$ cat src/rtl/bhc_pkg.sv
package bhc_pkg;
    typedef enum logic [2:0] {
        S_IDLE,
        S_GRANT_PENDING,
        S_HELD,
        S_REQUESTING,
        S_RELEASE
    } bhc_state_e;
endpackage

$ cat src/rtl/bhc_sync.sv
// Multi-stage synchronizer for an active-low asynchronous input; output is active high.
module bhc_sync #(
    parameter int STAGES = 2
) (
    input  logic clk,
    input  logic rst,
    input  logic din_n,
    output logic act
);
    logic [STAGES-1:0] sh_q;

    always_ff @(posedge clk) begin
        if (rst) sh_q <= '0;
        else     sh_q <= {sh_q[STAGES-2:0], ~din_n};
    end

    assign act = sh_q[STAGES-1];
endmodule

$ cat src/rtl/bhc_fsm.sv
module bhc_fsm
    import bhc_pkg::*;
(
    input  logic clk,
    input  logic rst,
    input  logic hold_en,
    input  logic hold_act,
    input  logic bus_cycle_active,
    input  logic ext_pending,
    input  logic irq,
    input  logic run_internal,
    output logic granted,
    output logic breq,
    output logic window,
    output logic releasing,
    output logic idle
);
    bhc_state_e state_q, state_d;

    always_comb begin
        state_d = state_q;
        unique case (state_q)
            S_IDLE:
                if (hold_en && hold_act) state_d = S_GRANT_PENDING;
            S_GRANT_PENDING:
                if (!hold_act || !hold_en) state_d = S_IDLE;
                else if (!bus_cycle_active) state_d = S_HELD;
            S_HELD:
                if (!hold_act) state_d = S_RELEASE;
                else if (ext_pending || (irq && !run_internal)) state_d = S_REQUESTING;
            S_REQUESTING:
                if (!hold_act) state_d = S_RELEASE;
            S_RELEASE:
                state_d = S_IDLE;
            default:
                state_d = S_IDLE;
        endcase
    end

    always_ff @(posedge clk) begin
        if (rst) state_q <= S_IDLE;
        else     state_q <= state_d;
    end

    always_comb begin
        granted   = 1'b0;
        breq      = 1'b0;
        window    = 1'b0;
        releasing = 1'b0;
        idle      = 1'b0;
        unique case (state_q)
            S_IDLE:          idle = 1'b1;
            S_GRANT_PENDING: window = 1'b1;
            S_HELD:          granted = 1'b1;
            S_REQUESTING: begin
                granted = 1'b1;
                breq    = 1'b1;
            end
            S_RELEASE:       releasing = 1'b1;
            default:         idle = 1'b1;
        endcase
    end
endmodule

$ cat src/rtl/bhc_irq.sv
// Interrupt-out gating: immediate, deferred to end of hold, or sticky in the grant window.
module bhc_irq (
    input  logic clk,
    input  logic rst,
    input  logic irq,
    input  logic irq_ack,
    input  logic run_internal,
    input  logic granted,
    input  logic releasing,
    input  logic idle,
    output logic int_act
);
    logic defer_q;
    logic needs_ext;

    assign needs_ext = granted && !run_internal;

    always_ff @(posedge clk) begin
        if (rst) begin
            defer_q <= 1'b0;
            int_act <= 1'b0;
        end else begin
            if (irq && needs_ext)  defer_q <= 1'b1;
            else if (releasing)    defer_q <= 1'b0;

            if (irq && !needs_ext)         int_act <= 1'b1;
            else if (releasing && defer_q) int_act <= 1'b1;
            else if (idle && irq_ack)      int_act <= 1'b0;
        end
    end
endmodule

$ cat src/rtl/bus_hold_ctrl.sv
module bus_hold_ctrl #(
    parameter int SYNC_STAGES = 2
) (
    input  logic clk,
    input  logic rst,
    input  logic hold_en,
    input  logic hold_req_n,
    input  logic bus_cycle_active,
    input  logic ext_pending,
    input  logic run_internal,
    input  logic irq,
    input  logic irq_ack,
    output logic hold_ack_n,
    output logic bus_req_n,
    output logic int_out_n,
    output logic bus_float,
    output logic ctrl_weak
);
    logic hold_act;
    logic granted, breq, window, releasing, idle, int_act;

    bhc_sync #(.STAGES(SYNC_STAGES)) u_sync (
        .clk   (clk),
        .rst   (rst),
        .din_n (hold_req_n),
        .act   (hold_act)
    );

    bhc_fsm u_fsm (
        .clk              (clk),
        .rst              (rst),
        .hold_en          (hold_en),
        .hold_act         (hold_act),
        .bus_cycle_active (bus_cycle_active),
        .ext_pending      (ext_pending),
        .irq              (irq),
        .run_internal     (run_internal),
        .granted          (granted),
        .breq             (breq),
        .window           (window),
        .releasing        (releasing),
        .idle             (idle)
    );

    bhc_irq u_irq (
        .clk          (clk),
        .rst          (rst),
        .irq          (irq),
        .irq_ack      (irq_ack),
        .run_internal (run_internal),
        .granted      (granted),
        .releasing    (releasing),
        .idle         (idle),
        .int_act      (int_act)
    );

    assign hold_ack_n = ~granted;
    assign bus_req_n  = ~breq;
    assign int_out_n  = ~int_act;
    assign bus_float  = granted;
    assign ctrl_weak  = granted;
endmodule

$ cat config.mk
export PLATFORM = sky130hd
export DESIGN_NAME = bus_hold_ctrl
export DESIGN_NICKNAME = d
export VERILOG_FILES = /design/src/rtl/bhc_pkg.sv /design/src/rtl/bhc_sync.sv /design/src/rtl/bhc_fsm.sv /design/src/rtl/bhc_irq.sv /design/src/rtl/bus_hold_ctrl.sv
export SDC_FILE = /design/constraint.sdc
export NUM_CORES = 1
export LEC_CHECK = 0
export ABC_AREA = 1
export BUFFER_PORTS_ARGS = -buffer_cell sky130_fd_sc_hd__buf_2
export CORE_AREA = 2 2 39 41
export CTS_CLUSTER_SIZE = 30
export DETAILED_ROUTE_END_ITERATION = 7
export DIE_AREA = 0 0 41 43
export GPL_TIMING_DRIVEN = 0
export SYNTH_ARGS = -nofsm -noshare
export SYNTH_HDL_FRONTEND = slang
export SYNTH_SLANG_ARGS = --single-unit
$ cat constraint.sdc
create_clock -name clk -period 2.7 [get_ports clk]
set_clock_uncertainty 0.2 [all_clocks]
set_input_delay 0.135 -clock clk [delete_from_list [all_inputs] [get_ports clk]]
set_output_delay 0.135 -clock clk [all_outputs]
set_load 0.005 [all_outputs]
==> metrics.cfg, run 1 <==
[floorplanning]
fp.dieArea_sq_um=1760
dieHeight_um=43
coreArea_sq_um=1380
fp.dieW_um=41
initial_core_util=0.281
num_rows=14
num_io_pins=14

[sta]
hold_viol_final=0
slew_violations=0
post-route-min-period_ns=1.67
finalSetupViolCount=0
rsz0062_at_grt=false
timing.slew.headroom=0.787
tns_ns=0
max_freq_mhz=597
tightest_slew_ns=0.318
period_share=0.620

[finish]
area_growth_pct=38.9
register_area_sq_um=140
drive_gt1_frac=0.364
mostFrequentLayoutCells=buf_2 (13), nand2_1 (12), inv_1 (7), dfxtp_1 (7), nor2_1 (5)
final_common_cell=buf_2
nFillCells=151
multiInputGateArea_sq_um=204
diodes=0
final_util=0.391
fin_nets=87

[synthesis]
ys_seq_elements=7
synth_area_sq_um=389
netlist_top_cells_area=dfxtp_1 (36%), nand2_1 (12%), inv_1 (6.8%)
ys_seq_area_frac=0.360
yosys_warnings=0
syn_nets=65
ys_types=19
yosys.area.top_type=dfxtp_1
postSynthAreaPerCell_sq_um=6.95
synth_top_area_share=0.360
synthCells=56

[critical_path]
crit_cells=5
cpPeakStageDelay_ns=0.55
crit_family=buffers and inverters
critPathBufInv=2
rr_endpoint=u_irq.defer_q$_SDFFE_PP0P_
rr_worst_depth=5
critical_path_peak_fanout=6
crit_required_ns=2.68
crit_start=u_fsm.state_q[1]$_SDFFE_PP0P_
worstReg2RegStart=u_fsm.state_q[1]$_SDFFE_PP0P_
arrival_ns=1.66
cp-endpoint=u_irq.defer_q$_SDFFE_PP0P_
ff2ff_setup_slack_ns=1.03
path_cells=nand2_4, inv_2, nand3_1, a21oi_1, dlygate4sd3_1
end_kind=register
criticalPathCategory=register to register
start_kind=register
crit_path_top_delay_cell=dlygate4sd3_1

[global_routing]
antenna_found_initial=0
grt.overflow.total=0
grt_pass1_vias=341
grt_max_degree=7
grt_use_total=0.103
grt_pass1_wl_um=1250

[placed_design]
io_buffer_count=13
routabilityCongestion=0.760
place_hpwl_um=592

[clock_tree]
clkSinkCount=7
clk_latency_ns=0.24
postCtsHoldBufs=4
tritoncts=done
clk_path_buf_depth=2
cts-resized-gates=0
post_cts.repair.setup_buffers=0
cts.htree.levels=1
cts_made_buffers=3
clockRootBuffer=clkbuf_4
cts.reportedPaths.clkPinSlew_ns=0.05

[detailed_routing]
ant_nets=0
vias_per_cell=4.28
wirelength_um=749
drt_iter0_markers=6
wl_per_cell_um=8.05
num_vias=398
drc=0
drt-pass1-iter-count=2

[outcome]
status=finished clean

[power]
powerDensity_nw_per_um2=878
p_total_mw=0.474
leakage_nw=0.268
peakVddDrop_mv=0.300

[run]
drv_cap=0

[worst_hold_path]
hold_path_class=primary input to register

sequential cells by signal (all words and copies together), names as in the netlist:
signal	cells
u_irq.int_act	1
u_irq.defer_q	1
u_fsm.state_q	3
u_sync.sh_q	2
worst min path at each step:
stage                     slack (ns)  depth (start not counted)  startpoint                          to
final                          0.009                          4     irq_ack  u_irq.int_act$_SDFFE_PP0P_
after global routing            0.04                          3         irq  u_irq.int_act$_SDFFE_PP0P_
after CTS                      0.008                          3         irq  u_irq.int_act$_SDFFE_PP0P_
after detailed placement        0.09                          2  hold_req_n   u_sync.sh_q[0]$_SDFF_PP0_
after global placement          0.09                          2  hold_req_n   u_sync.sh_q[0]$_SDFF_PP0_
after floorplan                0.002                          1         rst   u_sync.sh_q[0]$_SDFF_PP0_
routing by layer:
metal  wire [um]  GRT usage
met1         346      0.137
met4           0     0.0600
met2         380      0.150
met3          23     0.0157
met5           0          0
Yosys cell counts:
cell type	n
nor2_2	2
nor2_1	5
nor2_4	1
nor3_1	1
o21ai_0	2
a31oi_1	1
buf_4	1
dfxtp_1	7
a211oi_1	1
o211ai_1	1
inv_1	7
nand3_1	4
inv_2	3
nand2_1	12
nand2_2	2
nand2_4	1
nand4_1	1
nand3_2	2
a21oi_1	2
through the flow:
step	setup slack, ns	cell area [sq um]	hold WS, ns	instances
after floorplan	1.46	389	0.00169	56
after global placement	1.35	474	0.0905	85
after detailed placement	1.35	474	0.0933	85
after CTS	1.03	541	0.00800	93
after global routing	0.939	541	0.0357	93
final	1.03	541	0.00893	93
power by group:
group | internal (mW) | switching, mW
combinational | 0.0984 | 0.133
clock | 0.0560 | 0.0325
sequential | 0.126 | 0.0289
total | 0.280 | 0.194
worst register-to-register path, cell delays in order (launching register included):
cell and delay, ns:
dfxtp_1 0.47, nand2_4 0.12, inv_2 0.09, nand3_1 0.08, a21oi_1 0.11, dlygate4sd3_1 0.55
layout make-up:
type / count / share of cell area
Buffer: 1 / 0.0139
Timing Repair Buffer: 17 / 0.194
Multi-Input combinational cell: 38 / 0.377
Inverter: 10 / 0.0694
Tap cell: 16 / 0.0370
Sequential cell: 7 / 0.259
Clock buffer: 4 / 0.0486
kinds of logic after synthesis:
group / Yosys count / share of synthesized area
flip-flops: 7 / 0.360
buffers and inverters: 11 / 0.116
AO/OA/AOI/OAI: 7 / 0.106
AND/OR/NAND/NOR: 31 / 0.418
No activity file was read; power rests on OpenSTA's default activity.
==> run 2: changes to the inputs <==
- ABC_AREA: 1 -> 0
- clock period: 2.7 -> 1.74 ns (I/O delays scaled with it)
==> metrics.cfg, run 2 <==
[power]
leakage_nw=0.223  ; was 0.268 nW
peakVddDrop_mv=0.363  ; was 0.300 mV
p_total_mw=0.356  ; was 0.474 mW
powerDensity_nw_per_um2=702  ; was 878 nW/um^2

[synthesis]
synth_compound_area_frac=0.273  ; was 0.106
netlist_top_cells_area=dfxtp_1 (46%), nand2b_1 (6.1%), o311ai_2 (5.3%)  ; was dfxtp_1 (36%), nand2_1 (12%), inv_1 (6.8%)
synth-simple-area-share=0.196  ; was 0.418
async_reset_ff_frac=0  ; unchanged
synth_top_area_share=0.457  ; was 0.360
synthCells=33  ; was 56
synth_edf_count=0  ; unchanged
yosys_warnings=0  ; unchanged
synth_xor_area_frac=0  ; unchanged
yosys.area.top_type=dfxtp_1  ; unchanged
ys.flop_type=dfxtp_1  ; unchanged
postSynthAreaPerCell_sq_um=9.29  ; was 6.95 sq um
synth_area_sq_um=307  ; was 389 sq um
ys_types=19  ; unchanged
synthTopCellsByCount=dfxtp_1 (7), nor2_1 (4), inv_1 (3), nand2b_1 (3), nand2_1 (2)  ; was nand2_1 (12), dfxtp_1 (7), inv_1 (7)
yosysMostFrequentCell=dfxtp_1  ; was nand2_1
synthAdderAreaFrac=0  ; unchanged
syn_nets=42  ; was 65
synth_top_family_by_area=compound AO/OA/AOI/OAI gates  ; was simple AND/OR/NAND/NOR gates
ys_seq_area_frac=0.457  ; was 0.360
ys_seq_elements=7  ; unchanged
synth_mux_area_frac=0  ; unchanged

[critical_path]
crit_required_ns=1.68  ; was 2.68 ns
critPathBufInv=3  ; was 2
criticalPathCategory=primary input to register  ; was register to register
crit_path_frequent_cell=dlygate4sd3_1
path_cells=dlygate4sd3_1, buf_2, a31oi_1, dlygate4sd3_1, nor2_1  ; was nand2_4, inv_2, nand3_1, a21oi_1, dlygate4sd3_1
crit_path_top_delay_cell=dlygate4sd3_1  ; unchanged
critical_path_peak_fanout=2  ; was 6
end_kind=register  ; unchanged
cpPeakStageDelay_ns=0.57  ; was 0.55 ns
arrival_ns=1.50  ; was 1.66 ns
crit_family=buffers and inverters  ; unchanged
start_kind=primary input  ; was register

[clock_tree]
cts.htree.levels=1  ; unchanged
clkSinkCount=7  ; unchanged
clk_path_buf_depth=2  ; unchanged
tritoncts=done  ; unchanged
cts-resized-gates=0  ; unchanged
clockRootBuffer=clkbuf_4  ; unchanged
cts_made_buffers=3  ; unchanged
clk_latency_ns=0.25  ; was 0.24 ns
cts.reportedPaths.clkPinSlew_ns=0.05  ; about the same
post_cts.repair.setup_buffers=0  ; unchanged

[floorplanning]
num_io_pins=14  ; unchanged
fp.dieArea_sq_um=1760  ; unchanged
dieHeight_um=43  ; unchanged
coreArea_sq_um=1380  ; unchanged
fp.dieW_um=41  ; unchanged
num_rows=14  ; unchanged
initial_core_util=0.222  ; was 0.281

[sta]
period_share=0.893
hold_viol_final=0  ; unchanged
setup_ws_ns=0.187  ; was 1.03 ns
tns_ns=0  ; unchanged
finalSetupViolCount=0  ; unchanged
tightest_slew_ns=0.205  ; was 0.318 ns
rsz0062_at_grt=false  ; unchanged
max_freq_mhz=644
timing.slew.headroom=0.863  ; was 0.787
post-route-min-period_ns=1.55
slew_violations=0  ; unchanged

[detailed_routing]
num_vias=336  ; was 398
ant_nets=0  ; unchanged
drt_iter0_markers=3  ; was 6
drc=0  ; unchanged
wirelength_um=703  ; was 749 um
drt-pass1-iter-count=4  ; was 2
wl_per_cell_um=9.37  ; was 8.05 um
vias_per_cell=4.48  ; was 4.28

[global_routing]
grt_max_degree=7  ; unchanged
grt_pass1_wl_um=1170  ; was 1250 um
grt_use_total=0.104  ; was 0.103
antenna_found_initial=0  ; unchanged
grt_pass1_vias=309  ; was 341
grt.overflow.total=0  ; unchanged

[finish]
drive_gt1_frac=0.339  ; was 0.364
final_common_cell=buf_2  ; unchanged
largest_registers=u_fsm.state_q (3), u_sync.sh_q (2)  ; unchanged
largest_register_ff_count=3  ; unchanged
diodes=0  ; unchanged
mostFrequentLayoutCells=buf_2 (13), dlygate4sd3_1 (9), dfxtp_1 (7)  ; was buf_2 (13), nand2_1 (12), inv_1 (7), dfxtp_1 (7), nor2_1 (5)
top_register=u_fsm.state_q  ; unchanged
fin_cells=75  ; was 93
area_growth_pct=65.7  ; was 38.9%
fin_nets=69  ; was 87

[placed_design]
io_buffer_count=13  ; unchanged
place_hpwl_um=494  ; was 592 um
post-place-ws_ns=0.517  ; was 1.35 ns
dp.cells=62  ; was 85
routabilityCongestion=0.684  ; was 0.760

[run]
drv_cap=0  ; unchanged

[outcome]
status=finished clean  ; unchanged

[worst_hold_path]
hold_path_class=primary input to register  ; unchanged

run 2: changes by cell type after synthesis, moves of 2 or more:
cell,before,now
inv_1,7,3
inv_2,3,1
nand2_1,12,2
nand2_2,2,0
nand2b_1,0,3
nand3_1,4,0
nand3_2,2,0
nor2_2,2,0
o21ai_0,2,0
run 2: final cells by class:
cell class | count | area, sq um
well taps | 16 | 20.0
clock buffers | 4 | 26.3
flip-flops and latches | 7 | 140
plain buffers | 1 | 7.51
repair buffers | 22 | 155
inverters | 4 | 15.0
multi-input cells | 21 | 144
fillers | 145 | 876
run 2: worst paths after layout:
| path | to | depth (start not counted) | slack, ns | from |
|---|---|---|---|---|
| setup / recovery | u_fsm.state_q[1]$_SDFFE_PP0P_ | 5 | 0.19 | hold_en |
| hold / removal | u_fsm.state_q[0]$_SDFFE_PP0P_ | 4 | 0.11 | bus_cycle_active |
| setup reg to reg | u_fsm.state_q[1]$_SDFFE_PP0P_ | 3 | 0.32 | u_fsm.state_q[1]$_SDFFE_PP0P_ |
| hold reg to reg | u_fsm.state_q[2]$_SDFFE_PP0P_ | 1 | 0.23 | u_sync.sh_q[1]$_SDFF_PP0_ |
run 2: where the power goes:
group	internal, mW	total, mW	leakage (nW)	switching [mW]
clock	0.0875	0.148	0.0150	0.0601
sequential	0.165	0.167	0.0572	0.00199
combinational	0.0265	0.0420	0.151	0.0155
total	0.279	0.356	0.223	0.0776
run 2: logic make-up (layout without fill, tap and decap cells):
kind of cell	Yosys count	count (layout)
flip-flops	7	7
AND/OR/NAND/NOR	12	12
buffers and inverters	5	31
AO/OA/AOI/OAI	9	9
run 2: timing repair:
action / 4_1_cts / 5_1_grt
hold buffers: 10 / 0
setup endpoints to repair: 0 / 1
endpoints found under the hold margin: 6 / 0
run 2: worst reg2reg max path: cells and delay by family (launching register included):
kind                   cells  cell delay (ns)
AND/OR/NAND/NOR            1             0.04
AO/OA/AOI/OAI              1             0.15
buffers and inverters      1             0.57
flip-flops                 1             0.36
run 2: metal layers:
metal	GRT usage	wire, um	share of wire	up-vias
met5	0	0	0	-
met4	0.0800	0	0	0
met3	0.0314	57	0.081	0
met2	0.147	333	0.47	17
met1	0.123	312	0.44	148
li1	-	-	-	171
run 2: metrics by stage:
| step | hold slack [ns] | instance area, sq um | utilization |
|---|---|---|---|
| global route | 0.143 | 508 | 0.367 |
| finish | 0.112 | 508 | 0.367 |
| CTS | 0.225 | 518 | 0.374 |
| detailed placement | 0.0501 | 392 | 0.283 |
| floorplan | -0.0463 | 307 | - |
| global placement | 0.0429 | 392 | 0.283 |
